File: config.mk
export PLATFORM = sky130hd
export DESIGN_NAME = phy_trim_seq
export DESIGN_NICKNAME = d
export VERILOG_FILES = /design/src/rtl/trim_pkg.sv /design/src/rtl/trim_step_decode.sv /design/src/rtl/trim_field_merge.sv /design/src/rtl/trim_entry_mux.sv /design/src/rtl/phy_trim_seq.sv
export SDC_FILE = /design/constraint.sdc
export NUM_CORES = 1
export LEC_CHECK = 0
export CAP_MARGIN = 0
export CORE_ASPECT_RATIO = 0.6
export CORE_MARGIN = 1.5
export CORE_UTILIZATION = 45
export DETAILED_ROUTE_END_ITERATION = 10
export DONT_BUFFER_PORTS = 1
export SLEW_MARGIN = 20
export SYNTH_ARGS = -nofsm -noshare
export SYNTH_HDL_FRONTEND = slang
export SYNTH_SLANG_ARGS = --single-unit
export TNS_END_PERCENT = 20
File: constraint.sdc
create_clock -name clk -period 5.4 [get_ports clk]
set_input_delay 0.54 -clock clk [delete_from_list [all_inputs] [get_ports clk]]
set_output_delay 0.54 -clock clk [all_outputs]
set_load 0.1 [all_outputs]
File: src/rtl/trim_pkg.sv
package trim_pkg;
  // steps of one entry, one port access per step
  localparam int LAST_STEP = 16;
  localparam int STEP_W    = 5;

  typedef enum logic {S_IDLE, S_RUN} seq_state_e;

  typedef struct packed {
    logic is_cmd;     // command write, else readback sample
    logic use_merge;  // data field = merged value, else 1
    logic wr_en;      // enable bit of the command word
    logic capture;    // keep readback as old register contents
  } step_ctl_t;
endpackage

File: src/rtl/trim_step_decode.sv
module trim_step_decode
  import trim_pkg::*;
(
  input  logic [STEP_W-1:0] step,
  output step_ctl_t         ctl
);
  always_comb begin
    ctl = '0;
    unique case (step)
      5'd0:  ctl.is_cmd = 1'b1;                       // read request
      5'd3:  ctl.capture = 1'b1;                      // old value sample
      5'd4:  begin ctl.is_cmd = 1'b1; ctl.use_merge = 1'b1; end
      5'd7:  begin ctl.is_cmd = 1'b1; ctl.use_merge = 1'b1; ctl.wr_en = 1'b1; end
      5'd10: begin ctl.is_cmd = 1'b1; ctl.use_merge = 1'b1; end
      5'd13: ctl.is_cmd = 1'b1;                       // dummy read
      default: ctl = '0;                              // readback samples
    endcase
  end
endmodule

File: src/rtl/trim_field_merge.sv
module trim_field_merge #(
  parameter int DATA_W = 8,
  parameter int POS_W  = 3
) (
  input  logic [DATA_W-1:0] old_val,
  input  logic [POS_W-1:0]  msb,
  input  logic [POS_W-1:0]  lsb,
  input  logic [DATA_W-1:0] new_val,
  output logic [DATA_W-1:0] merged
);
  logic [DATA_W-1:0] mask;

  always_comb begin
    for (int b = 0; b < DATA_W; b++)
      mask[b] = (b >= int'(lsb)) && (b <= int'(msb));
    merged = (old_val & ~mask) | ((new_val << lsb) & mask);
  end
endmodule

File: src/rtl/trim_entry_mux.sv
module trim_entry_mux #(
  parameter int MAX_ENTRIES = 7,
  parameter int ADDR_W      = 5,
  parameter int DATA_W      = 8,
  parameter int POS_W       = 3,
  localparam int IDX_W      = $clog2(MAX_ENTRIES)
) (
  input  logic [IDX_W-1:0]              idx,
  input  logic [MAX_ENTRIES*ADDR_W-1:0] tbl_addr,
  input  logic [MAX_ENTRIES*POS_W-1:0]  tbl_msb,
  input  logic [MAX_ENTRIES*POS_W-1:0]  tbl_lsb,
  input  logic [MAX_ENTRIES*DATA_W-1:0] tbl_val,
  output logic [ADDR_W-1:0]             addr,
  output logic [POS_W-1:0]              msb,
  output logic [POS_W-1:0]              lsb,
  output logic [DATA_W-1:0]             val
);
  logic [ADDR_W-1:0] a_arr [MAX_ENTRIES];
  logic [POS_W-1:0]  m_arr [MAX_ENTRIES];
  logic [POS_W-1:0]  l_arr [MAX_ENTRIES];
  logic [DATA_W-1:0] v_arr [MAX_ENTRIES];

  for (genvar g = 0; g < MAX_ENTRIES; g++) begin : g_unpack
    assign a_arr[g] = tbl_addr[g*ADDR_W +: ADDR_W];
    assign m_arr[g] = tbl_msb[g*POS_W +: POS_W];
    assign l_arr[g] = tbl_lsb[g*POS_W +: POS_W];
    assign v_arr[g] = tbl_val[g*DATA_W +: DATA_W];
  end

  always_comb begin
    addr = '0; msb = '0; lsb = '0; val = '0;
    for (int i = 0; i < MAX_ENTRIES; i++)
      if (int'(idx) == i) begin
        addr = a_arr[i]; msb = m_arr[i]; lsb = l_arr[i]; val = v_arr[i];
      end
  end
endmodule

File: src/rtl/phy_trim_seq.sv
module phy_trim_seq
  import trim_pkg::*;
#(
  parameter int MAX_ENTRIES = 7,
  parameter int ADDR_W      = 5,
  parameter int DATA_W      = 8,
  parameter int POS_W       = 3,
  parameter int CNT_W       = 4,
  parameter int CMD_W       = 32
) (
  input  logic                          clk,
  input  logic                          rst_n,
  input  logic                          start,
  input  logic                          legacy,
  input  logic [CNT_W-1:0]              entry_cnt,
  input  logic [MAX_ENTRIES*ADDR_W-1:0] tbl_addr,
  input  logic [MAX_ENTRIES*POS_W-1:0]  tbl_msb,
  input  logic [MAX_ENTRIES*POS_W-1:0]  tbl_lsb,
  input  logic [MAX_ENTRIES*DATA_W-1:0] tbl_val,
  output logic                          cmd_wr,
  output logic [CMD_W-1:0]              cmd_word,
  output logic                          rd_strobe,
  input  logic [CMD_W-1:0]              rd_word,
  output logic                          busy,
  output logic                          done,
  output logic                          err
);
  localparam int IDX_W    = $clog2(MAX_ENTRIES);
  localparam int ADDR_LSB = 1;
  localparam int DATA_LSB = ADDR_LSB + ADDR_W;

  seq_state_e        state_q;
  logic [STEP_W-1:0] step_q;
  logic [IDX_W-1:0]  idx_q;
  logic [CNT_W-1:0]  cnt_q;
  logic [DATA_W-1:0] old_q;
  logic              done_q, err_q;

  step_ctl_t         ctl;
  logic [ADDR_W-1:0] e_addr;
  logic [POS_W-1:0]  e_msb, e_lsb;
  logic [DATA_W-1:0] e_val, merged;
  logic              last_entry;

  trim_step_decode i_dec (.step(step_q), .ctl(ctl));

  trim_entry_mux #(
    .MAX_ENTRIES(MAX_ENTRIES), .ADDR_W(ADDR_W), .DATA_W(DATA_W), .POS_W(POS_W)
  ) i_mux (
    .idx(idx_q), .tbl_addr(tbl_addr), .tbl_msb(tbl_msb), .tbl_lsb(tbl_lsb),
    .tbl_val(tbl_val), .addr(e_addr), .msb(e_msb), .lsb(e_lsb), .val(e_val)
  );

  trim_field_merge #(.DATA_W(DATA_W), .POS_W(POS_W)) i_merge (
    .old_val(old_q), .msb(e_msb), .lsb(e_lsb), .new_val(e_val), .merged(merged)
  );

  assign last_entry = (CNT_W'(idx_q) + CNT_W'(1)) == cnt_q;

  always_ff @(posedge clk) begin
    if (!rst_n) begin
      state_q <= S_IDLE;
      step_q  <= '0;
      idx_q   <= '0;
      cnt_q   <= '0;
      old_q   <= '0;
      done_q  <= 1'b0;
      err_q   <= 1'b0;
    end else begin
      done_q <= 1'b0;
      err_q  <= 1'b0;
      unique case (state_q)
        S_IDLE: begin
          if (start) begin
            if (legacy || entry_cnt == '0) begin
              done_q <= 1'b1;
            end else if (int'(entry_cnt) > MAX_ENTRIES) begin
              err_q <= 1'b1;
            end else begin
              state_q <= S_RUN;
              step_q  <= '0;
              idx_q   <= '0;
              cnt_q   <= entry_cnt;
            end
          end
        end
        S_RUN: begin
          if (ctl.capture) old_q <= rd_word[DATA_W-1:0];
          if (int'(step_q) == LAST_STEP) begin
            step_q <= '0;
            if (last_entry) begin
              state_q <= S_IDLE;
              done_q  <= 1'b1;
            end else begin
              idx_q <= idx_q + IDX_W'(1);
            end
          end else begin
            step_q <= step_q + STEP_W'(1);
          end
        end
        default: state_q <= S_IDLE;
      endcase
    end
  end

  always_comb begin
    cmd_word  = '0;
    cmd_wr    = 1'b0;
    rd_strobe = 1'b0;
    if (state_q == S_RUN) begin
      cmd_wr    = ctl.is_cmd;
      rd_strobe = !ctl.is_cmd;
      if (ctl.is_cmd) begin
        cmd_word[DATA_LSB +: DATA_W] = ctl.use_merge ? merged : DATA_W'(1);
        cmd_word[ADDR_LSB +: ADDR_W] = e_addr;
        cmd_word[0]                  = ctl.wr_en;
      end
    end
  end

  assign busy = (state_q == S_RUN);
  assign done = done_q;
  assign err  = err_q;
endmodule

==> impl_metrics.yaml <==
worst_setup_path:
  r2r_setup_slack_ns: 3.10
  timing.critical_path.cells: "ha_1 -> buf_4 -> or2_1 -> o21ai_0 -> a32o_1 -> and2_1 -> a2111oi_0 -> a41oi_1 -> a31oi_2 -> buf_4"
  crit_fanout: 19
  cp-startpoint: "idx_q[0]"
  crit_family: "compound AO/OA/AOI/OAI gates"
  end_kind: "output port"
  worstReg2RegStart: "idx_q[0]"
  critical-path-max-stage-delay_ns: 0.48
  worst_r2r_endpoint: "idx_q[2]"
  worst-endpoint-arrival_ns: 3.97
  cp_buf_inv_count: 2
  timing.critical_path.mode_cell: "sky130_fd_sc_hd__buf_4"
  setup.worst_path.start_class: "flip-flop"
  critical_path.slowest_cell: "sky130_fd_sc_hd__a32o_1"
  worst_r2r_path_depth: 7
  critPathRequiredTime_ns: 4.86
  worst-setup-path-type: "reg2out"
timing:
  headroom_to_the_max_slew_limit_pct: 37.3
  timing.setup.tns_ns: 0
  timing.final.setup_violations: 0
  highest_attainable_clock_frequency_ghz: 0.222
  timing_hold_violations_final: 0
  finalWorstPathRequiredPeriod_ns: 4.51
  period_share_pct: 83.6
  worstMarginPinSlew_ns: 0.939
  rsz0062_at_grt: "no"
  report.final.slew_viol_count: 0
  timing.clock.skew_ns: 0.00394
placement:
  port_buffers: 0
  final_hpwl_dp_mm: 9.11
  post-place-cells: 540
  gp_congestion: 0.924
routing:
  first_pass_iters: 5
  num_vias: 3544
  route.detailed.drc: 0
  routed_wire_per_std_cell_um: 20.8
  route.met2.wl_mm: 4.69
  final_ant_viol_nets: 0
  top_signal_layer_used: "met5"
  wl_met1_mm: 5.30
  drt-vias-per-instance: 6.51
  met3WireLength_mm: 1.28
  finalWirelength_mm: 11.3
  drt-initial-drc-count: 311
min_path:
  hold_class: "in2reg"
  worst_hold_path.num_cells: 2
  min-delay-start: "rst_n"
  timing.hold.worst_endpoint: "step_q[3]"
yosys:
  netlist_instances: 468
  synth-seq-cells: 23
  number_of_synthesized_flops_with_an_enable_pin: 0
  yosysUniqueCellTypes: 74
  netlist_top_cells_area: "sky130_fd_sc_hd__dfxtp_1 (14%), sky130_fd_sc_hd__nor2b_1 (5.9%), sky130_fd_sc_hd__o21ai_0 (5.8%)"
  netlist.top_cell.by_area: "sky130_fd_sc_hd__dfxtp_1"
  synth.cell_area_um2: 3300
  post-synth-top-area-fraction_pct: 13.9
  synth.cells.most_frequent: "sky130_fd_sc_hd__nand2_1 (49), sky130_fd_sc_hd__o21ai_0 (38), sky130_fd_sc_hd__nor2_1 (31), sky130_fd_sc_hd__nor2b_1 (31), sky130_fd_sc_hd__a21oi_1 (26)"
  syn_area_per_cell_um2: 7.06
  synth-warning-count: 0
  ys.flop_type: "sky130_fd_sc_hd__dfxtp_1"
  seq_area_frac_synth_pct: 13.9
  yosysMostFrequentCell: "sky130_fd_sc_hd__nand2_1"
  proportion_of_register_bits_with_asynchronous_set_or_reset_after_synthesis_pct: 0
job:
  max_cap_violations: 0
final_layout:
  layout_cell_share_with_drive_strength_beyond_1_pct: 12.7
  layout.filler_cells: 680
  syn2layout_area_growth_pct: 6.32
  nets: 640
  finalNonFillerCells: 544
  n_antenna_cell: 0
clock_network:
  cts.clk_slew.worst_paths_ns: 0.06
  tritoncts_clock_tree: "built"
  cts.htree.levels: 1
  clock_buffer_count_from_cts: 3
  clk_root_buffer_cell: "sky130_fd_sc_hd__clkbuf_16"
  clkSinkCount: 23
  number_of_gates_resized_after_cts: 0
  clk-insertion-delay-late_ns: 0.26
  cts_hold_buf: 0
  ctsLongestPathBuffers: 2
  number_of_buffers_added_for_setup_after_cts: 0
power:
  worst_ir_drop_on_vdd_uv: 84.7
  p_total_w: 0.000497
  static_leakage_power_nw: 1.32
  power.density_nw_per_um2: 142
grt:
  grt_first_pass_wirelength_mm: 17.4
  grt_pass1_vias: 3165
  globalRouteOverflowTotal: 0
  grt_max_degree: 47
  grt_usage_pct: 27.8
  grt_antenna_before_repair: 1
die:
  io_pins: 210
  floorplan.initialDensity_pct: 48.0
  die_y_um: 69.4
  floorplan.rows: 23
  die-width_um: 114
  design.core.area_um2: 6880
  full_die_area_um2: 7880
outcome:
  outcome: "complete, no violations"
-- how the worst max path moves through the flow --
stage | endpoint | slack, ns | cells past startpoint
2_1_floorplan | cmd_word[10] | 0.40 | 12
3_3_place_gp | cmd_word[11] | 1.32 | 10
3_5_place_dp | cmd_word[11] | 1.24 | 10
4_1_cts | cmd_word[11] | 0.94 | 10
5_1_grt | cmd_word[11] | 0.61 | 11
6_report | cmd_word[11] | 0.89 | 10
-- cell type report --
cell class	count	area, um^2	area share, %
inverter	20	75.1	2.14
multi-input combinational	388	2580	73.4
clock inverter	1	5.00	0.142
sequential	23	460	13.1
timing repair buffer	22	210	5.98
tap	87	109	3.10
clock buffer	3	75.1	2.14
-- where the power goes --
group	internal, W	switching, W	total (W)	leakage [nW]
sequential	0.000172	0.00000589	0.000178	0.186
clock	0.0000999	0.0000659	0.000166	0.0409
combinational	0.0000350	0.000119	0.000154	1.09
-- placed cells by master, fill, tap and decap left out, types with 7 or more instances in the layout --
master,count
sky130_fd_sc_hd__nand2_1,49
sky130_fd_sc_hd__o21ai_0,38
sky130_fd_sc_hd__nor2b_1,31
sky130_fd_sc_hd__a21oi_1,25
sky130_fd_sc_hd__nor2_1,24
sky130_fd_sc_hd__dfxtp_1,23
sky130_fd_sc_hd__inv_1,19
sky130_fd_sc_hd__buf_4,19
sky130_fd_sc_hd__mux2i_1,18
sky130_fd_sc_hd__conb_1,18
sky130_fd_sc_hd__nand3_1,13
sky130_fd_sc_hd__and2_1,11
sky130_fd_sc_hd__o211ai_1,10
sky130_fd_sc_hd__a22o_1,9
sky130_fd_sc_hd__ha_1,9
sky130_fd_sc_hd__nand2b_1,8
sky130_fd_sc_hd__a22oi_1,7
sky130_fd_sc_hd__a221oi_1,7
sky130_fd_sc_hd__nor2_2,7
-- metrics by stage --
stage	utilization (%)	cell area, um^2	hold WS (ns)	setup slack, ns
2_1_floorplan	-	3370	0.452	0.402
6_report	51.1	3510	0.387	0.888
4_1_cts	51.1	3510	0.382	0.938
3_5_place_dp	49.9	3430	0.486	1.24
3_3_place_gp	49.9	3430	0.478	1.32
5_1_grt	51.1	3510	0.385	0.612
-- routing by layer --
| layer | up-vias | GRT usage (%) |
|---|---|---|
| met3 | 12 | 9.70 |
| met1 | 1667 | 41.7 |
| met5 | - | 0 |
| met2 | 188 | 38.6 |
| li1 | 1675 | - |
| met4 | 2 | 2.92 |
-- cell families (layout without fill, tap and decap cells) --
family | Yosys count | count (layout) | share of synthesized area [%]
xor+xnor | 2 | 2 | 0.530
simple gates | 173 | 173 | 27.6
mux | 18 | 18 | 5.45
flops | 23 | 23 | 13.9
fa+ha+maj | 9 | 9 | 3.41
other cells | 1 | 18 | 0.113
buf+inv | 74 | 46 | 12.2
compound gates | 168 | 168 | 36.8
-- state kept, by name, indices dropped and copies added, names as in the netlist --
register / flops
old_q: 8
step_q: 5
cnt_q: 4
idx_q: 3
busy: 1
done: 1
err: 1
(Power assumes the default switching activity.)
